===== src/rtl/ecc_fix_pkg.sv =====
package ecc_fix_pkg;

    localparam int BYTE_ADDR_W = 9;
    localparam int BIT_SEL_W   = 3;
    localparam int PAIR_CNT    = BYTE_ADDR_W + BIT_SEL_W;
    localparam int SYN_W       = 2 * PAIR_CNT;

    typedef enum logic [1:0] {
        VERDICT_CLEAN     = 2'b00,
        VERDICT_FIXED     = 2'b01,
        VERDICT_CODE_ONLY = 2'b10,
        VERDICT_FATAL     = 2'b11
    } verdict_e;

    typedef enum logic {
        S_WAIT = 1'b0,
        S_DONE = 1'b1
    } fix_state_e;

endpackage


===== src/rtl/ecc_code_pack.sv =====
module ecc_code_pack
    import ecc_fix_pkg::*;
(
    input  logic [SYN_W-1:0] code_bytes,
    output logic [SYN_W-1:0] code_word
);
    logic [7:0] b0;
    logic [7:0] b1;
    logic [7:0] b2;

    assign b0 = code_bytes[7:0];
    assign b1 = code_bytes[15:8];
    assign b2 = code_bytes[23:16];

    // Ascending parity order: low column bits, then the line bytes, then the two top line bits
    assign code_word = {b2[1:0], b1, b0, b2[7:2]};
endmodule


===== src/rtl/ecc_syndrome_eval.sv =====
module ecc_syndrome_eval
    import ecc_fix_pkg::*;
(
    input  logic [SYN_W-1:0]       syn,
    output verdict_e               verdict,
    output logic [BYTE_ADDR_W-1:0] loc_byte,
    output logic [BIT_SEL_W-1:0]   loc_bit
);
    logic [PAIR_CNT-1:0] pair_hit;
    logic [PAIR_CNT-1:0] pair_loc;
    logic                all_pairs;
    logic                single_hit;
    logic                any_hit;

    genvar k;
    generate
        for (k = 0; k < PAIR_CNT; k++) begin : g_pair
            assign pair_hit[k] = syn[2*k] | syn[2*k+1];
            assign pair_loc[k] = syn[2*k+1];
        end
    endgenerate

    assign all_pairs  = &pair_hit;
    assign any_hit    = |syn;
    assign single_hit = any_hit && ((syn & (syn - 1'b1)) == '0);

    always_comb begin
        verdict  = VERDICT_FATAL;
        loc_byte = '0;
        loc_bit  = '0;
        if (!any_hit) begin
            verdict = VERDICT_CLEAN;
        end else if (all_pairs) begin
            verdict  = VERDICT_FIXED;
            loc_bit  = pair_loc[BIT_SEL_W-1:0];
            loc_byte = pair_loc[PAIR_CNT-1:BIT_SEL_W];
        end else if (single_hit) begin
            verdict = VERDICT_CODE_ONLY;
        end
    end

    always_comb begin
        if (single_hit) begin
            AST_SINGLE_NOT_FIXABLE: assert (verdict == VERDICT_CODE_ONLY);
        end
    end
endmodule


===== src/rtl/sector_ecc_fixer.sv =====
module sector_ecc_fixer
    import ecc_fix_pkg::*;
(
    input  logic        clk,
    input  logic        rst_n,
    input  logic        chk_req,
    input  logic [23:0] code_stored,
    input  logic [23:0] code_calc,
    output logic        chk_done,
    output logic [1:0]  chk_status,
    output logic [8:0]  fix_byte,
    output logic [2:0]  fix_bit
);
    fix_state_e               state_q;
    fix_state_e               state_d;
    logic [SYN_W-1:0]         word_stored;
    logic [SYN_W-1:0]         word_calc;
    logic [SYN_W-1:0]         syndrome;
    verdict_e                 verdict;
    logic [BYTE_ADDR_W-1:0]   loc_byte;
    logic [BIT_SEL_W-1:0]     loc_bit;

    ecc_code_pack u_pack_stored (
        .code_bytes (code_stored),
        .code_word  (word_stored)
    );

    ecc_code_pack u_pack_calc (
        .code_bytes (code_calc),
        .code_word  (word_calc)
    );

    assign syndrome = word_stored ^ word_calc;

    ecc_syndrome_eval u_eval (
        .syn      (syndrome),
        .verdict  (verdict),
        .loc_byte (loc_byte),
        .loc_bit  (loc_bit)
    );

    always_comb begin
        state_d = state_q;
        unique case (state_q)
            S_WAIT:  state_d = chk_req ? S_DONE : S_WAIT;
            S_DONE:  state_d = chk_req ? S_DONE : S_WAIT;
            default: state_d = S_WAIT;
        endcase
    end

    always_ff @(posedge clk) begin
        if (!rst_n) state_q <= S_WAIT;
        else        state_q <= state_d;
    end

    always_ff @(posedge clk) begin
        if (!rst_n) begin
            chk_status <= VERDICT_CLEAN;
            fix_byte   <= '0;
            fix_bit    <= '0;
        end else if (chk_req) begin
            chk_status <= verdict;
            fix_byte   <= loc_byte;
            fix_bit    <= loc_bit;
        end
    end

    assign chk_done = (state_q == S_DONE);

    AST_DONE_FOLLOWS_REQ: assert property (@(posedge clk) disable iff (!rst_n)
        chk_req |=> chk_done);
    AST_NO_SPURIOUS_DONE: assert property (@(posedge clk) disable iff (!rst_n)
        !chk_req |=> !chk_done);
    AST_RESULT_HELD: assert property (@(posedge clk) disable iff (!rst_n)
        !chk_req |=> $stable(chk_status) && $stable(fix_byte) && $stable(fix_bit));
    AST_EQUAL_IS_CLEAN: assert property (@(posedge clk) disable iff (!rst_n)
        (chk_req && code_stored == code_calc) |=> chk_status == 2'b00);
    AST_LOC_ZERO: assert property (@(posedge clk) disable iff (!rst_n)
        (chk_status != 2'b01) |-> (fix_byte == '0 && fix_bit == '0));
    AST_ONE_BIT_CODE_ONLY: assert property (@(posedge clk) disable iff (!rst_n)
        (chk_req && $countones(code_stored ^ code_calc) == 1) |=> chk_status == 2'b10);
endmodule


===== config.mk =====
export PLATFORM = sky130hd
export DESIGN_NAME = sector_ecc_fixer
export DESIGN_NICKNAME = d
export VERILOG_FILES = /design/src/rtl/ecc_fix_pkg.sv /design/src/rtl/ecc_code_pack.sv /design/src/rtl/ecc_syndrome_eval.sv /design/src/rtl/sector_ecc_fixer.sv
export SDC_FILE = /design/constraint.sdc
export NUM_CORES = 1
export LEC_CHECK = 0
export BUFFER_PORTS_ARGS = -buffer_cell sky130_fd_sc_hd__clkbuf_2
export CORE_ASPECT_RATIO = 0.9
export CORE_UTILIZATION = 46
export DETAILED_ROUTE_END_ITERATION = 16
export HOLD_SLACK_MARGIN = 0.08
export PLACE_DENSITY = 0.86
export SLEW_MARGIN = 20
export SYNTH_ARGS = -nofsm -noshare
export SYNTH_HDL_FRONTEND = slang
export SYNTH_SLANG_ARGS = --single-unit

===== constraint.sdc =====
create_clock -name clk -period 3.85 [get_ports clk]
set_input_delay 0.385 -clock clk [delete_from_list [all_inputs] [get_ports clk]]
set_output_delay 0.385 -clock clk [all_outputs]
set_load 0.01 [all_outputs]

# Word-level counts from Yosys, hierarchy flattened
# Index checks and enable logic that the tools add are counted.
# Widths: inputs -> output; s select.
# op_classes
n_addsub	1
mux	8
bitwise_logic	14
reduce_logical	4
# op_table
cell	n
$and 24x24->24	1
$logic_not 24->1	1
$reduce_or 24->1	1
$sub 24x1->24 const B	1
$xor 24x24->24	1
$mux 9	2
$or 1x1->1	12
$reduce_and 12->1	1
$mux 3	2
$mux 2	2
$mux 1	2
$logic_and 1x1->1	1
# word_totals
regBits	15
in_bits	51
out_inout_bits	15
word_cells	31

# Longest topological paths before layout
# depth
depth_word	8
mapped_depth	7
ltp_nobuf	7

# By module
# Synthesis repeated with hierarchy kept, for this count alone.
# hier_totals
cells_unflattened	188
hier_area_um2	1572.8
# modules_own_cells
module	instances	cells_each	area_each_um2	seq_area_each_um2
sector_ecc_fixer	1	71	780.7	300.3
ecc_syndrome_eval	1	69	431.7	0.0
ecc_code_pack	2	24	180.2	0.0

# Worst setup path after synthesis
# No wires, ideal clock.
# synth_timing
kind	input port to flip-flop
startpoint	input code_calc[2]
endpoint	register chk_status[0]
setup_ns	0.137
t_arrival_ns	1.718
required_time_ns	3.713
setup_slack_ns	1.995
stages	7
path_buffers	0
cell_sequence	xor2_1 nor4_4 nand3_4 nor3_2 nor2_1 a2111oi_1 a31oi_1
# synth_between
elab_chain_len	8
elab_cells_between_ends	11
cone_classes	1 x add/sub; 3 x mux; 3 x bitwise; 4 x reduce/logical
# synth_lines
item	line_no	text
from (decl)	sector_ecc_fixer.sv:8	input logic [23:0] code_calc,
$xor 24x24->24 *	sector_ecc_fixer.sv:33	assign syndrome = word_stored ^ word_calc;
$sub 24x1->24	ecc_syndrome_eval.sv:25	assign single_hit = any_hit && ((syn & (syn - 1'b1)) == '0);
$and 24x24->24	ecc_syndrome_eval.sv:25	
$logic_not 24->1	ecc_syndrome_eval.sv:25	
$logic_and 1x1->1	ecc_syndrome_eval.sv:25	
$mux 1	ecc_syndrome_eval.sv:37	end else if (single_hit) begin
$mux 2	ecc_syndrome_eval.sv:33	end else if (all_pairs) begin
$mux 2 *	ecc_syndrome_eval.sv:31	if (!any_hit) begin
to (signal assigned)	sector_ecc_fixer.sv:62	chk_status <= verdict;
to (decl)	sector_ecc_fixer.sv:10	output logic [1:0] chk_status,
# Every way passes the cells marked *; elsewhere a longest branch is shown, timed or not.
# A chain may end at the register's enable or synchronous reset.

# Final worst setup path
# layout_timing
startpoint	input code_calc[21]
endpoint	register fix_byte[3]
# layout_between
elab_chain_len	5
elab_cells_between_ends	6
cone_classes	2 x mux; 2 x bitwise; 2 x reduce/logical
# layout_lines
item	line_no	text
$xor 24x24->24 *	sector_ecc_fixer.sv:33	
$or 1x1->1	ecc_syndrome_eval.sv:18	assign pair_hit[k] = syn[2*k] | syn[2*k+1];
$reduce_and 12->1	ecc_syndrome_eval.sv:23	assign all_pairs = &pair_hit;
$mux 9	ecc_syndrome_eval.sv:33	
$mux 9 *	ecc_syndrome_eval.sv:31	
to (signal assigned)	sector_ecc_fixer.sv:63	fix_byte <= loc_byte;
to (decl)	sector_ecc_fixer.sv:11	output logic [8:0] fix_byte,
# Marks and branches as above.

==> metrics <==
vias per cell=approximately 5.6; final wirelength=2950 um; total number of vias=~1300; Design Power=between 0.3 and 0.4 mW; Setup Buffers After CTS=0; top cells by area, synth=dfxtp_1 27%, xor2_1 11%, xnor2_1 10%; FF-to-FF End=chk_status[0]; hold path cells=3; post-synthesis net count=roughly 180; post_cts resized=0; Die X=~53 um; sw frac=35.4%; port buffer count=65; drt pass-1 iters=4; part of the power in the clock network=approximately a quarter; Hold Path End=chk_done; top-count cell post-synth=nand2_1; Final HPWL DP=2470 um; Peak VDD IR=0.185 mV; Placed Area=0.00145 sq mm; endpoints failing hold=0; Final Cycle Share=49.2%; CP max FO=9; worst reg2reg startpoint=chk_status[0]; Leakage=between 0.6 and 0.7 nW; routability cong.=between 0.8 and 0.9; post-route setup TNS=0 ps; starting DRC count in detailed routing=78; total track usage=between 20% and 30%; clk_lat worst skew=290 ps; Pwr per Cell Area=between 200 and 300 mW/mm^2; H-tree depth=1; Clock Path Buffers=2; sequential power share=about two fifths; Synth Area per Inst=around 8.5 sq um; Area Growth Syn to Fin=35.0%; root buf cell=clkbuf_4; status=completed; synthesized flop and latch total=15; slowest library cell on the worst path=a2111oi_2; Hold Path Class=input port to flop; CP Capture Type=flop; YS warnings=0; Max Freq=about 530 MHz; hold buffer count at CTS=0; critical path cell sequence=clkbuf_2, xor2_1, inv_1, a2111oi_2, nand4_1, o21ai_1; FP Rows=16; combinational share of power=~36%; grt total ovfl=0; RSZ-0062 raised after global routing=false; Avg WL per Cell=between 10 and 15 um; Post-Syn Instances=between 100 and 150; Crit path required time=4070 ps; Worst-Margin Slew=around 960 ps; sw power=0.141 mW; share of cells above drive strength 1=between 40% and 50%; DRC viols=0; Initial Util=49.7%; vias in the first global route=1094; clk sinks=15; # setup viols final=0; startpoint types=input port; Critical path origin=code_calc[21]; CTS tree=done; Inserted Diodes=0; clock buffer count from CTS=3; first-pass GRT wire length=approximately 4400 um; commonest cells in the synthesized netlist=16 x nand2_1, 15 x dfxtp_1, 14 x xor2_1; minimum clock period=approximately 1900 ps; Worst-path clk slew=approximately 90 ps; setup slack, reg-to-reg=about 2600 ps; total core area=0.00220 sq mm; I/O pins=66; Critical Path AT=2110 ps; Layout Nets=~250; Post-synth EDFFs=0; Die Area=roughly 0.0026 sq mm; initial antenna violation count=0; Worst Reg-to-Reg Cells=4; max_cap viols=0; final core occ=67.0%; cell taking the most area after synthesis=dfxtp_1; Yosys top cell area share=between 20 and 30%; share of the yosys chip area belonging to registers=between 20% and 30%; ys async rst share=0%; top_reg_cell synth=dfxtp_1; Post-Syn Area=around 0.0011 sq mm; Worst Slack Setup Final=just under 2000 ps; Pint=about 0.26 mW; Place WS=between 1500 and 2000 ps; Cell variety after synth=35; Die Height=roughly 48 um; final standard cell area without fillers=0.00148 sq mm; hold wc startpoint=rst_n; Crit Path Class=input port to flop; largest net degree at the start of global routing=16; ANT nets after route=0; final setup skew=0 ps; Largest stage delay, worst path=around 420 ps; Pins Over Slew Limit=0; Slew HR=35.9%
-- routing by layer --
layer / global-route usage, % / share of wire [%] / vias to the layer above
li1: - / - / 598
met1: 25.8 / 36 / 540
met5: 0 / 0 / -
met2: 42.0 / 47 / 106
met3: 6.85 / 13 / 15
met4: 17.4 / 3.5 / 0
-- stage by stage --
step	instances	hold WS [ps]
detailed placement	219	443
global route	223	424
CTS	223	386
finish	223	392
global placement	219	435
floorplan	128	474
-- cell families (layout without fill, tap and decap cells) --
| group | count (synthesis) | after routing | share of synthesized area (%) |
|---|---|---|---|
| flops | 15 | 15 | 27.5 |
| simple gates | 44 | 44 | 25.3 |
| buf+inv | 6 | 74 | 2.06 |
| compound gates | 35 | 35 | 22.1 |
| xor+xnor | 28 | 28 | 23.1 |
-- worst max-delay path by stage --
stage	to	slack (ps)	depth (start not counted)
2_1_floorplan	chk_status[0]	2000	7
3_3_place_gp	chk_status[0]	1780	8
3_5_place_dp	fix_byte[3]	1720	6
4_1_cts	fix_byte[3]	2020	6
5_1_grt	chk_status[0]	1790	7
6_report	fix_byte[3]	1960	6
-- worst max-delay path, delay by kind of cell --
family,cells,cell delay [ps]
AOI/OAI and AO/OA,2,690
buffers and inverters,2,240
and+or+nand+nor,1,420
xor gates and xnor gates,1,380
-- final cells by class --
cell class | instances | area (sq um)
Clock inverter | 1 | 5.00
Timing Repair Buffer | 65 | 325
Inverter | 5 | 18.8
Multi-Input combinational cell | 107 | 771
Sequential cell | 15 | 300
Clock buffer | 3 | 22.5
Tap cell | 27 | 33.8
Fill cell | 196 | 726
-- placed cells by master (no fill, tap or decap), types with 2 or more instances in the layout --
cell	Yosys	layout
and2_1	2	2
clkbuf_4	0	3
a2111oi_2	2	2
nor4_4	2	2
o21ai_1	10	10
nor2_1	8	8
dfxtp_1	15	15
clkbuf_2	0	65
o21ai_0	2	2
nor3_2	2	2
nand2_1	16	16
a22o_1	4	4
nand4_1	2	2
inv_1	5	5
a31oi_1	2	2
xnor2_1	13	13
nor3_1	3	3
nand3_1	2	2
a21oi_1	6	6
xor2_1	14	14
nor2b_1	2	2
-- registers in the layout, summed over array words and instances (netlist names) --
signal and count:
chk_done 1, fix_byte 9, fix_bit 3, chk_status 2
-- power groups by stage --
stage / combinational [mW] / sequential [mW] / clock [mW]
3_3_place_gp: 0.136 / 0.164 / 0
2_1_floorplan: 0.0860 / 0.166 / 0
3_5_place_dp: 0.140 / 0.164 / 0
4_1_cts: 0.141 / 0.161 / 0.0946
6_report: 0.144 / 0.161 / 0.0932
5_1_grt: 0.156 / 0.161 / 0.101
(Power assumes the default switching activity.)
